--- src/rtl/gcc_pkg.sv ---
package gcc_pkg;
  localparam int NCH   = 4;
  localparam int NPAIR = 4;

  // first input of coincidence pair p
  function automatic int pair_a(input int p);
    return (p < 2) ? 0 : 1;
  endfunction

  // second input of coincidence pair p
  function automatic int pair_b(input int p);
    return (p % 2 == 0) ? 2 : 3;
  endfunction
endpackage

--- src/rtl/gcc_edge_detect.sv ---
module gcc_edge_detect
  import gcc_pkg::*;
(
  input  logic             clk,
  input  logic             rst_n,
  input  logic [NCH-1:0]   smp,
  output logic [NCH-1:0]   ch_rise,
  output logic [NPAIR-1:0] pair_rise
);
  logic [NCH-1:0]   prev_q;
  logic [NPAIR-1:0] and_now;
  logic [NPAIR-1:0] and_prev_q;

  for (genvar p = 0; p < NPAIR; p++) begin : g_pair
    assign and_now[p] = smp[pair_a(p)] & smp[pair_b(p)];
  end

  always_ff @(posedge clk) begin
    if (!rst_n) begin
      prev_q     <= '0;
      and_prev_q <= '0;
    end else begin
      prev_q     <= smp;
      and_prev_q <= and_now;
    end
  end

  assign ch_rise   = smp & ~prev_q;
  assign pair_rise = and_now & ~and_prev_q;


  pair_once_chk: assert property (@(posedge clk) disable iff (!rst_n)
    pair_rise[0] |=> !pair_rise[0]);
endmodule

--- src/rtl/gcc_sat_counter.sv ---
module gcc_sat_counter #(
  parameter int W = 32
) (
  input  logic         clk,
  input  logic         rst_n,
  input  logic         clr,
  input  logic         roll,
  input  logic         inc,
  output logic [W-1:0] cnt_nxt
);
  localparam logic [W-1:0] TOP = '1;
  logic [W-1:0] cnt_q;

  assign cnt_nxt = (inc && cnt_q != TOP) ? cnt_q + 1'b1 : cnt_q;

  always_ff @(posedge clk) begin
    if (!rst_n)           cnt_q <= '0;
    else if (clr || roll) cnt_q <= '0;
    else                  cnt_q <= cnt_nxt;
  end


  no_wrap_chk: assert property (@(posedge clk) disable iff (!rst_n)
    (cnt_q == TOP && !clr && !roll) |=> cnt_q == TOP);


  step_one_chk: assert property (@(posedge clk) disable iff (!rst_n)
    (!clr && !roll) |=> (cnt_q - $past(cnt_q)) <= 1);
endmodule

--- src/rtl/gcc_window_timer.sv ---
module gcc_window_timer #(
  parameter int WIN_W = 16
) (
  input  logic             clk,
  input  logic             rst_n,
  input  logic             run,
  input  logic [WIN_W-1:0] win_len,
  input  logic             ms_tick,
  output logic             active,
  output logic             win_end
);
  logic [WIN_W-1:0] ms_cnt;
  logic             last_ms;

  assign active  = run && (win_len != '0);
  assign last_ms = ({1'b0, ms_cnt} + 1'b1) >= {1'b0, win_len};
  assign win_end = active && ms_tick && last_ms;

  always_ff @(posedge clk) begin
    if (!rst_n)       ms_cnt <= '0;
    else if (!active) ms_cnt <= '0;
    else if (ms_tick) ms_cnt <= win_end ? '0 : ms_cnt + 1'b1;
  end


  idle_clear_chk: assert property (@(posedge clk) disable iff (!rst_n)
    !active |=> ms_cnt == '0);
endmodule

--- src/rtl/gated_coinc_counter.sv ---
module gated_coinc_counter
  import gcc_pkg::*;
#(
  parameter int CNT_W = 32,
  parameter int WIN_W = 16
) (
  input  logic                   clk,
  input  logic                   rst_n,
  input  logic [NCH-1:0]         pulse_in,
  input  logic                   ms_tick,
  input  logic [WIN_W-1:0]       win_len,
  input  logic                   run,
  output logic                   res_valid,
  input  logic                   res_ready,
  output logic [NCH*CNT_W-1:0]   res_singles,
  output logic [NPAIR*CNT_W-1:0] res_pairs,
  output logic                   overrun
);
  logic                   active, win_end;
  logic [NCH-1:0]         ch_rise;
  logic [NPAIR-1:0]       pair_rise;
  logic [NCH*CNT_W-1:0]   s_nxt;
  logic [NPAIR*CNT_W-1:0] p_nxt;

  gcc_edge_detect u_edge (
    .clk(clk), .rst_n(rst_n), .smp(pulse_in),
    .ch_rise(ch_rise), .pair_rise(pair_rise)
  );

  gcc_window_timer #(.WIN_W(WIN_W)) u_timer (
    .clk(clk), .rst_n(rst_n), .run(run), .win_len(win_len),
    .ms_tick(ms_tick), .active(active), .win_end(win_end)
  );

  for (genvar i = 0; i < NCH; i++) begin : g_single
    gcc_sat_counter #(.W(CNT_W)) u_cnt (
      .clk(clk), .rst_n(rst_n), .clr(!active), .roll(win_end),
      .inc(active && ch_rise[i]), .cnt_nxt(s_nxt[i*CNT_W +: CNT_W])
    );
  end

  for (genvar k = 0; k < NPAIR; k++) begin : g_pair
    gcc_sat_counter #(.W(CNT_W)) u_cnt (
      .clk(clk), .rst_n(rst_n), .clr(!active), .roll(win_end),
      .inc(active && pair_rise[k]), .cnt_nxt(p_nxt[k*CNT_W +: CNT_W])
    );
  end

  logic take;
  assign take = res_valid && res_ready;

  always_ff @(posedge clk) begin
    if (!rst_n) begin
      res_singles <= '0;
      res_pairs   <= '0;
      res_valid   <= 1'b0;
      overrun     <= 1'b0;
    end else if (win_end) begin
      res_singles <= s_nxt;
      res_pairs   <= p_nxt;
      res_valid   <= 1'b1;
      overrun     <= res_valid && !res_ready;
    end else if (take) begin
      res_valid   <= 1'b0;
      overrun     <= 1'b0;
    end
  end


  hold_bank_chk: assert property (@(posedge clk) disable iff (!rst_n)
    (res_valid && !res_ready && !win_end) |=>
      (res_valid && $stable(res_singles) && $stable(res_pairs)));


  overrun_set_chk: assert property (@(posedge clk) disable iff (!rst_n)
    (win_end && res_valid && !res_ready) |=> overrun);


  valid_from_end_chk: assert property (@(posedge clk) disable iff (!rst_n)
    $rose(res_valid) |-> $past(win_end));


  idle_no_result_chk: assert property (@(posedge clk) disable iff (!rst_n)
    ((!run || win_len == '0) && !res_valid) |=> !res_valid);
endmodule

--- config.mk ---
export PLATFORM = sky130hd
export DESIGN_NAME = gated_coinc_counter
export DESIGN_NICKNAME = d
export VERILOG_FILES = /design/src/rtl/gcc_pkg.sv /design/src/rtl/gcc_edge_detect.sv /design/src/rtl/gcc_sat_counter.sv /design/src/rtl/gcc_window_timer.sv /design/src/rtl/gated_coinc_counter.sv
export SDC_FILE = /design/constraint.sdc
export NUM_CORES = 1
export LEC_CHECK = 0
export ABC_AREA = 1
export CELL_PAD_IN_SITES_DETAIL_PLACEMENT = 1
export CELL_PAD_IN_SITES_GLOBAL_PLACEMENT = 1
export CORE_UTILIZATION = 30
export DETAILED_ROUTE_END_ITERATION = 7
export GPL_TIMING_DRIVEN = 0
export PLACE_DENSITY_LB_ADDON = 0.12
export SLEW_MARGIN = 40
export SYNTH_ARGS = -nofsm -noshare
export SYNTH_HDL_FRONTEND = slang
export SYNTH_HIERARCHICAL = 1
export SYNTH_SLANG_ARGS = --single-unit
--- constraint.sdc ---
create_clock -name clk -period 3.8 [get_ports clk]
set_input_delay 1.14 -clock clk [delete_from_list [all_inputs] [get_ports clk]]
set_output_delay 1.14 -clock clk [all_outputs]
set_load 0.02 [all_outputs]
-- After elaboration in Yosys (flattened, before gate mapping)
Cells that the tools add are included.
- $add $sub $neg: 10
- order comparisons: 1
- eq/ne operators: 8
- mux-type cells: 12
- bitwise logic cells: 9
- reductions and logical operators: 28
- operator list (kind ; count):
    32-bit by 1-bit adder with 32-bit output, second input constant ; 8
    32-bit 2-to-1 mux ; 8
    32-bit inequality test, second input constant ; 8
    1-bit logical AND ; 21
    16-bit by 1-bit adder with 17-bit output, second input constant ; 1
    17-bit by 16-bit greater-or-equal comparator with 1-bit output ; 1
    16-bit by 1-bit adder with 16-bit output, second input constant ; 1
    16-bit 2-to-1 mux ; 1
    16-bit nonzero test ; 1
    4-bit AND ; 2
    4-bit inverter ; 2
    1-bit AND ; 4
    1-bit 2-to-1 mux ; 3
    1-bit logical NOT ; 2
    2-bit AND reduction ; 1
    2-bit nonzero test ; 1
    2-bit OR reduction ; 1
    1-bit logical OR ; 1
    1-bit inverter ; 1
- register bits: 538
- word-level logic and storage cells: 83

-- Logic depth before layout (Yosys ltp)
Gate-level depths: netlist of run 1.
- word-level depth: 6
- depth in mapped cells: 25
- mapped depth without buffers: 22

-- Cells and area by module
Netlist of run 1, hierarchy kept.
- by module, submodules not included (module ; times used ; cells an instance ; area each (µm²) ; seq. area each (µm²)):
    gcc_sat_counter ; 8 ; 371 ; 2199.6 ; 640.6
    gated_coinc_counter ; 1 ; 1141 ; 8938.6 ; 5165.0
    gcc_window_timer ; 1 ; 269 ; 1669.1 ; 320.3
    gcc_edge_detect ; 1 ; 37 ; 271.5 ; 160.2

-- Least setup slack after synthesis of run 1
Ideal clock, no wire load.
- kind: register to register
- start: register u_timer.ms_cnt[0]
- end: register res_singles[94]
- library setup time: 0.116 ns
- arrival: 3.111 ns
- required time: 3.684 ns
- slack: 0.573 ns
- stages on the path, launching flop included: 25
- buffers on the path: 4
- cell sequence: dfxtp_1 > ha_1 > nand2_2 > nor2_4 > inv_1 > nor2_1 > nand3_1 > xor2_1 > inv_1 > ha_1 > nand2_1 > nor2_1 > nand4_1 > nand3_1 > nor2_1 > nand2_2 > nand2_4 > buf_12 > inv_1 > buf_4 > inv_4 > buf_6 > buf_2 > nor2_1 > nor2_1
- cells in the longest elaborated chain, start to end: 3
- ends and longest elaborated chain (what ; RTL line ; RTL):
    from (decl) ; gcc_window_timer.sv:12 ; logic [WIN_W-1:0] ms_cnt;
    from (signal assigned) ; gcc_window_timer.sv:22 ; else if (ms_tick) ms_cnt <= win_end ? '0 : ms_cnt + 1'b1;
    16-bit by 1-bit adder with 17-bit output ; gcc_window_timer.sv:16 ; assign last_ms = ({1'b0, ms_cnt} + 1'b1) >= {1'b0, win_len};
    17-bit by 16-bit greater-or-equal comparator with 1-bit output ; gcc_window_timer.sv:16 ;
    1-bit logical AND ; gcc_window_timer.sv:17 ; assign win_end = active && ms_tick && last_ms;
    via win_end ; gated_coinc_counter.sv:19 ; logic active, win_end;
    to (signal assigned) ; gated_coinc_counter.sv:59 ; res_singles <= s_nxt;
    to (decl) ; gated_coinc_counter.sv:15 ; output logic [NCH*CNT_W-1:0] res_singles,
The timed path passes the listed nets, and every way through them passes these cells.
A chain may end at the register's enable or synchronous reset.

-- Final worst setup path of run 1
- start: register u_timer.ms_cnt[0]
- end: register res_singles[36]
Same word-level chain as after synthesis.

==> results of run 1 <==
worst reg2reg max path, cell delays in order (launching register included):
cell and delay, ns:
dfxtp_4 0.37, ha_2 0.20, nand2_2 0.07, nor2_4 0.15, buf_12 0.13, nand2_4 0.06
xor2_1 0.24, inv_1 0.08, ha_1 0.32, nand2_1 0.08, nor2_1 0.12, nand3_1 0.09
nand2_1 0.08, nand2_1 0.05, nand2_1 0.08, nand2_2 0.05, nand2_2 0.08, nand2_4 0.09
buf_12 0.16, inv_16 0.11, buf_12 0.19, inv_4 0.09, buf_12 0.17, buf_4 0.20
nor2_1 0.14, nor2_1 0.07
power breakdown:
part / leakage, nW / switching (mW) / total, mW / internal [mW]
combinational: 10.5 / 0.214 / 0.290 / 0.0763
sequential: 4.33 / 0.00846 / 5.66 / 5.65
clock: 1.16 / 2.66 / 6.88 / 4.22
final cells by class:
class,count,area (um^2),share of cell area
Sequential cell,538,10800,0.303
Buffer,153,1100,0.0310
Timing Repair Buffer,292,2930,0.0823
Clock buffer,99,2090,0.0589
Inverter,492,1870,0.0525
Multi-Input combinational cell,3231,15000,0.421
Clock inverter,20,258,0.00725
Tap cell,1254,1570,0.0441
repair_timing:
item                                    in CTS  in global routing
pin swaps                                    2                  3
endpoints found under the hold margin        0                  0
endpoints found under the setup margin     500                490
cloned                                       0                  0
buffers inserted                             5                  4
gates resized for setup                     41                 69
synth_stat cells:
master    number  area, um^2
o21ai_2        1        8.76
buf_4         21         158
dfxtp_1      538       10800
xor2_1        32         280
a21oi_1      108         541
nand2_2       45         282
inv_1        466        1750
buf_6         36         405
nor2_2        88         551
clkbuf_1      65         244
nand2_4       10         113
nand4_1      134         838
nand3b_1      72         541
a21o_1         1        7.51
o21ai_0      266        1330
nor3_4         1        16.3
clkbuf_2      12        60.1
o21bai_1       1        7.51
nor2_1       990        3720
ha_1          25         313
xnor2_1       11        96.3
buf_12         1        20.0
inv_2         25        93.8
a21oi_2       41         359
nand3_2       25         250
buf_2         19        95.1
inv_4          1        6.26
nand2_1     1115        4190
nor2_4        18         203
nand3_1      247        1240
worst max path at each step:
stage	from	endpoint	slack, ns
2_1_floorplan	u_timer/ms_cnt[0]	res_singles[94]	0.57
3_3_place_gp	win_len[8]	res_pairs[101]	-1.34
3_5_place_dp	win_len[2]	g_single[1].u_cnt/cnt_q[23]	-0.99
4_1_cts	u_timer/ms_cnt[0]	res_singles[84]	0.0002
5_1_grt	u_timer/ms_cnt[0]	res_singles[36]	-0.03
6_report	u_timer/ms_cnt[0]	res_singles[36]	0.24
stage by stage:
stage	std cells	hold slack (ns)	utilization	cell area, um^2
CTS	6075	0.495	0.378	35400
global placement	5951	0.478	0.351	32900
floorplan	4415	0.458	-	28500
detailed placement	5952	0.481	0.351	32900
global route	6079	0.513	0.380	35600
finish	6079	0.491	0.380	35600
registers in the layout (all words and copies together), names as in the netlist:
signal and cells:
g_pair.u_cnt/cnt_q 128, u_edge/prev_q 4, g_single.u_cnt/cnt_q 128, u_timer/ms_cnt 16
overrun 1, res_pairs 128, res_singles 128, u_edge/and_prev_q 4
res_valid 1
logic make-up (layout without fill, tap and decap cells):
group                    after synthesis  count (layout)  share of synthesized area
buffers and inverters                646            1056                     0.0994
flip-flops                           538             538                      0.378
AND/OR/NAND/NOR                     2745            2745                      0.419
adder cells (fa/ha/maj)               25              25                     0.0110
AO/OA/AOI/OAI                        418             418                     0.0792
XOR/XNOR                              43              43                     0.0132
layer usage:
layer | vias to the layer above | wire (um) | track usage
met4 | 0 | 2190 | 0.0489
met2 | 327 | 46700 | 0.351
met5 | - | 0 | 0
met3 | 110 | 4110 | 0.0395
met1 | 13550 | 48200 | 0.274
li1 | 14577 | - | -
==> reports/qor.yml, run 1 <==
initial_utilization: 0.304
dr.pass1.iters: 5
viasPerCell: 4.70
post-route-period-util: 0.937
clock_path_buffers: 3
layout_commonest_cell: "nand2_1"
fin_worst_skew_ns: 0.0272
syn-num-nets: 4465
hold_viol: 0
worst_slew_pin_slew_ns: 0.667
die_w_um: 310
insertion_delay_ns: 0.62
rsz0062_at_grt: "yes"
htree_levels: 3
netlist_area_um2: 28500
peakVddDrop_mv: 0.329
cp_top_family: "simple AND/OR/NAND/NOR gates"
path_class: "reg2reg"
fin_tns_setup_ns: 0
leakagePower_nw: 16.0
powerDensity_nw_per_um2: 361
cts.sinks: 538
slowest_delay_ns: 0.37
min_to: "u_timer/ms_cnt[1]"
die_y_um: 310
first_iter_violations: 1234
setup_viol: 0
grt_max_degree: 16
grt_pass1_wl_um: 159000
dieArea_um2: 96200
fmax_mhz: 281
cts.clk_slew.worst_paths_ns: 0.05
drt_wl_total_um: 101000
slew-limit-headroom: 0.555
num_antenna_cells: 0
yosys_register_bits: 538
critPathSlowestCell: "dfxtp_4"
critPathArrivalTime_ns: 4.06
outcome: "finished, final reports clean"
io_pins: 283
final_nets: 4827
place_ws_ns: -0.990
drive_gt1_frac: 0.109
r2r_setup_slack_ns: 0.24
cts_tree: "yes"
critPathBufInv: 8
grt_antenna_before_repair: 1
nFillCells: 12052
path_depth: 25
end_kind: "register"
gr-total-overflow: 0
dp_hpwl_um: 77000
cp_max_fo: 14
synth.distinct_cells: 30
rr_endpoint: "res_singles[36]"
drcViolationCount: 0
setup_slack_ns: 0.239
cts_buffers: 69
hp-start: "u_timer/ms_cnt[1]"
area_growth_pct: 24.9
syn_inst: 4415
start_kind: "register"
worstPathRequired_ns: 4.30
portBuffers: 282
cts_root_buf: "clkbuf_16"
wl_per_cell_um: 16.7
core_area_um2: 93600
cts_hold_buffers: 0
critical_path.reg2reg.startpoint: "u_timer/ms_cnt[0]"
reg2reg_depth: 25
slew_violations: 0
globalplace.congestion: 0.857
power_mw: 12.8
hp-class: "reg2reg"
num_vias: 28564
syn_area_per_cell_um2: 6.45
grt_usage: 0.208
rows: 112
ant_nets: 0
layout_common_cells: "nand2_1, nor2_1, dfxtp_1, inv_1, clkdlybuf4s50_1"
grt_pass1_vias: 28824
yosysSeqAreaShare: 0.378
drv_cap: 0
yosysWarningCount: 6
hold_depth: 2
finalCriticalPeriod_ns: 3.56
Note: power is estimated with default switching activity, not from simulation.
==> inputs of run 2 (changes only) <==
==> constraint.sdc (replaced) <==
create_clock -name clk -period 3.8 [get_ports clk]
set_input_delay 1.14 -clock clk [delete_from_list [all_inputs] [get_ports clk]]
set_output_delay 1.14 -clock clk [all_outputs]
set_load 0.01 [all_outputs]
==> results of run 2 <==
Same layout as run 1 (identical final DEF). Status: finished, final reports clean.
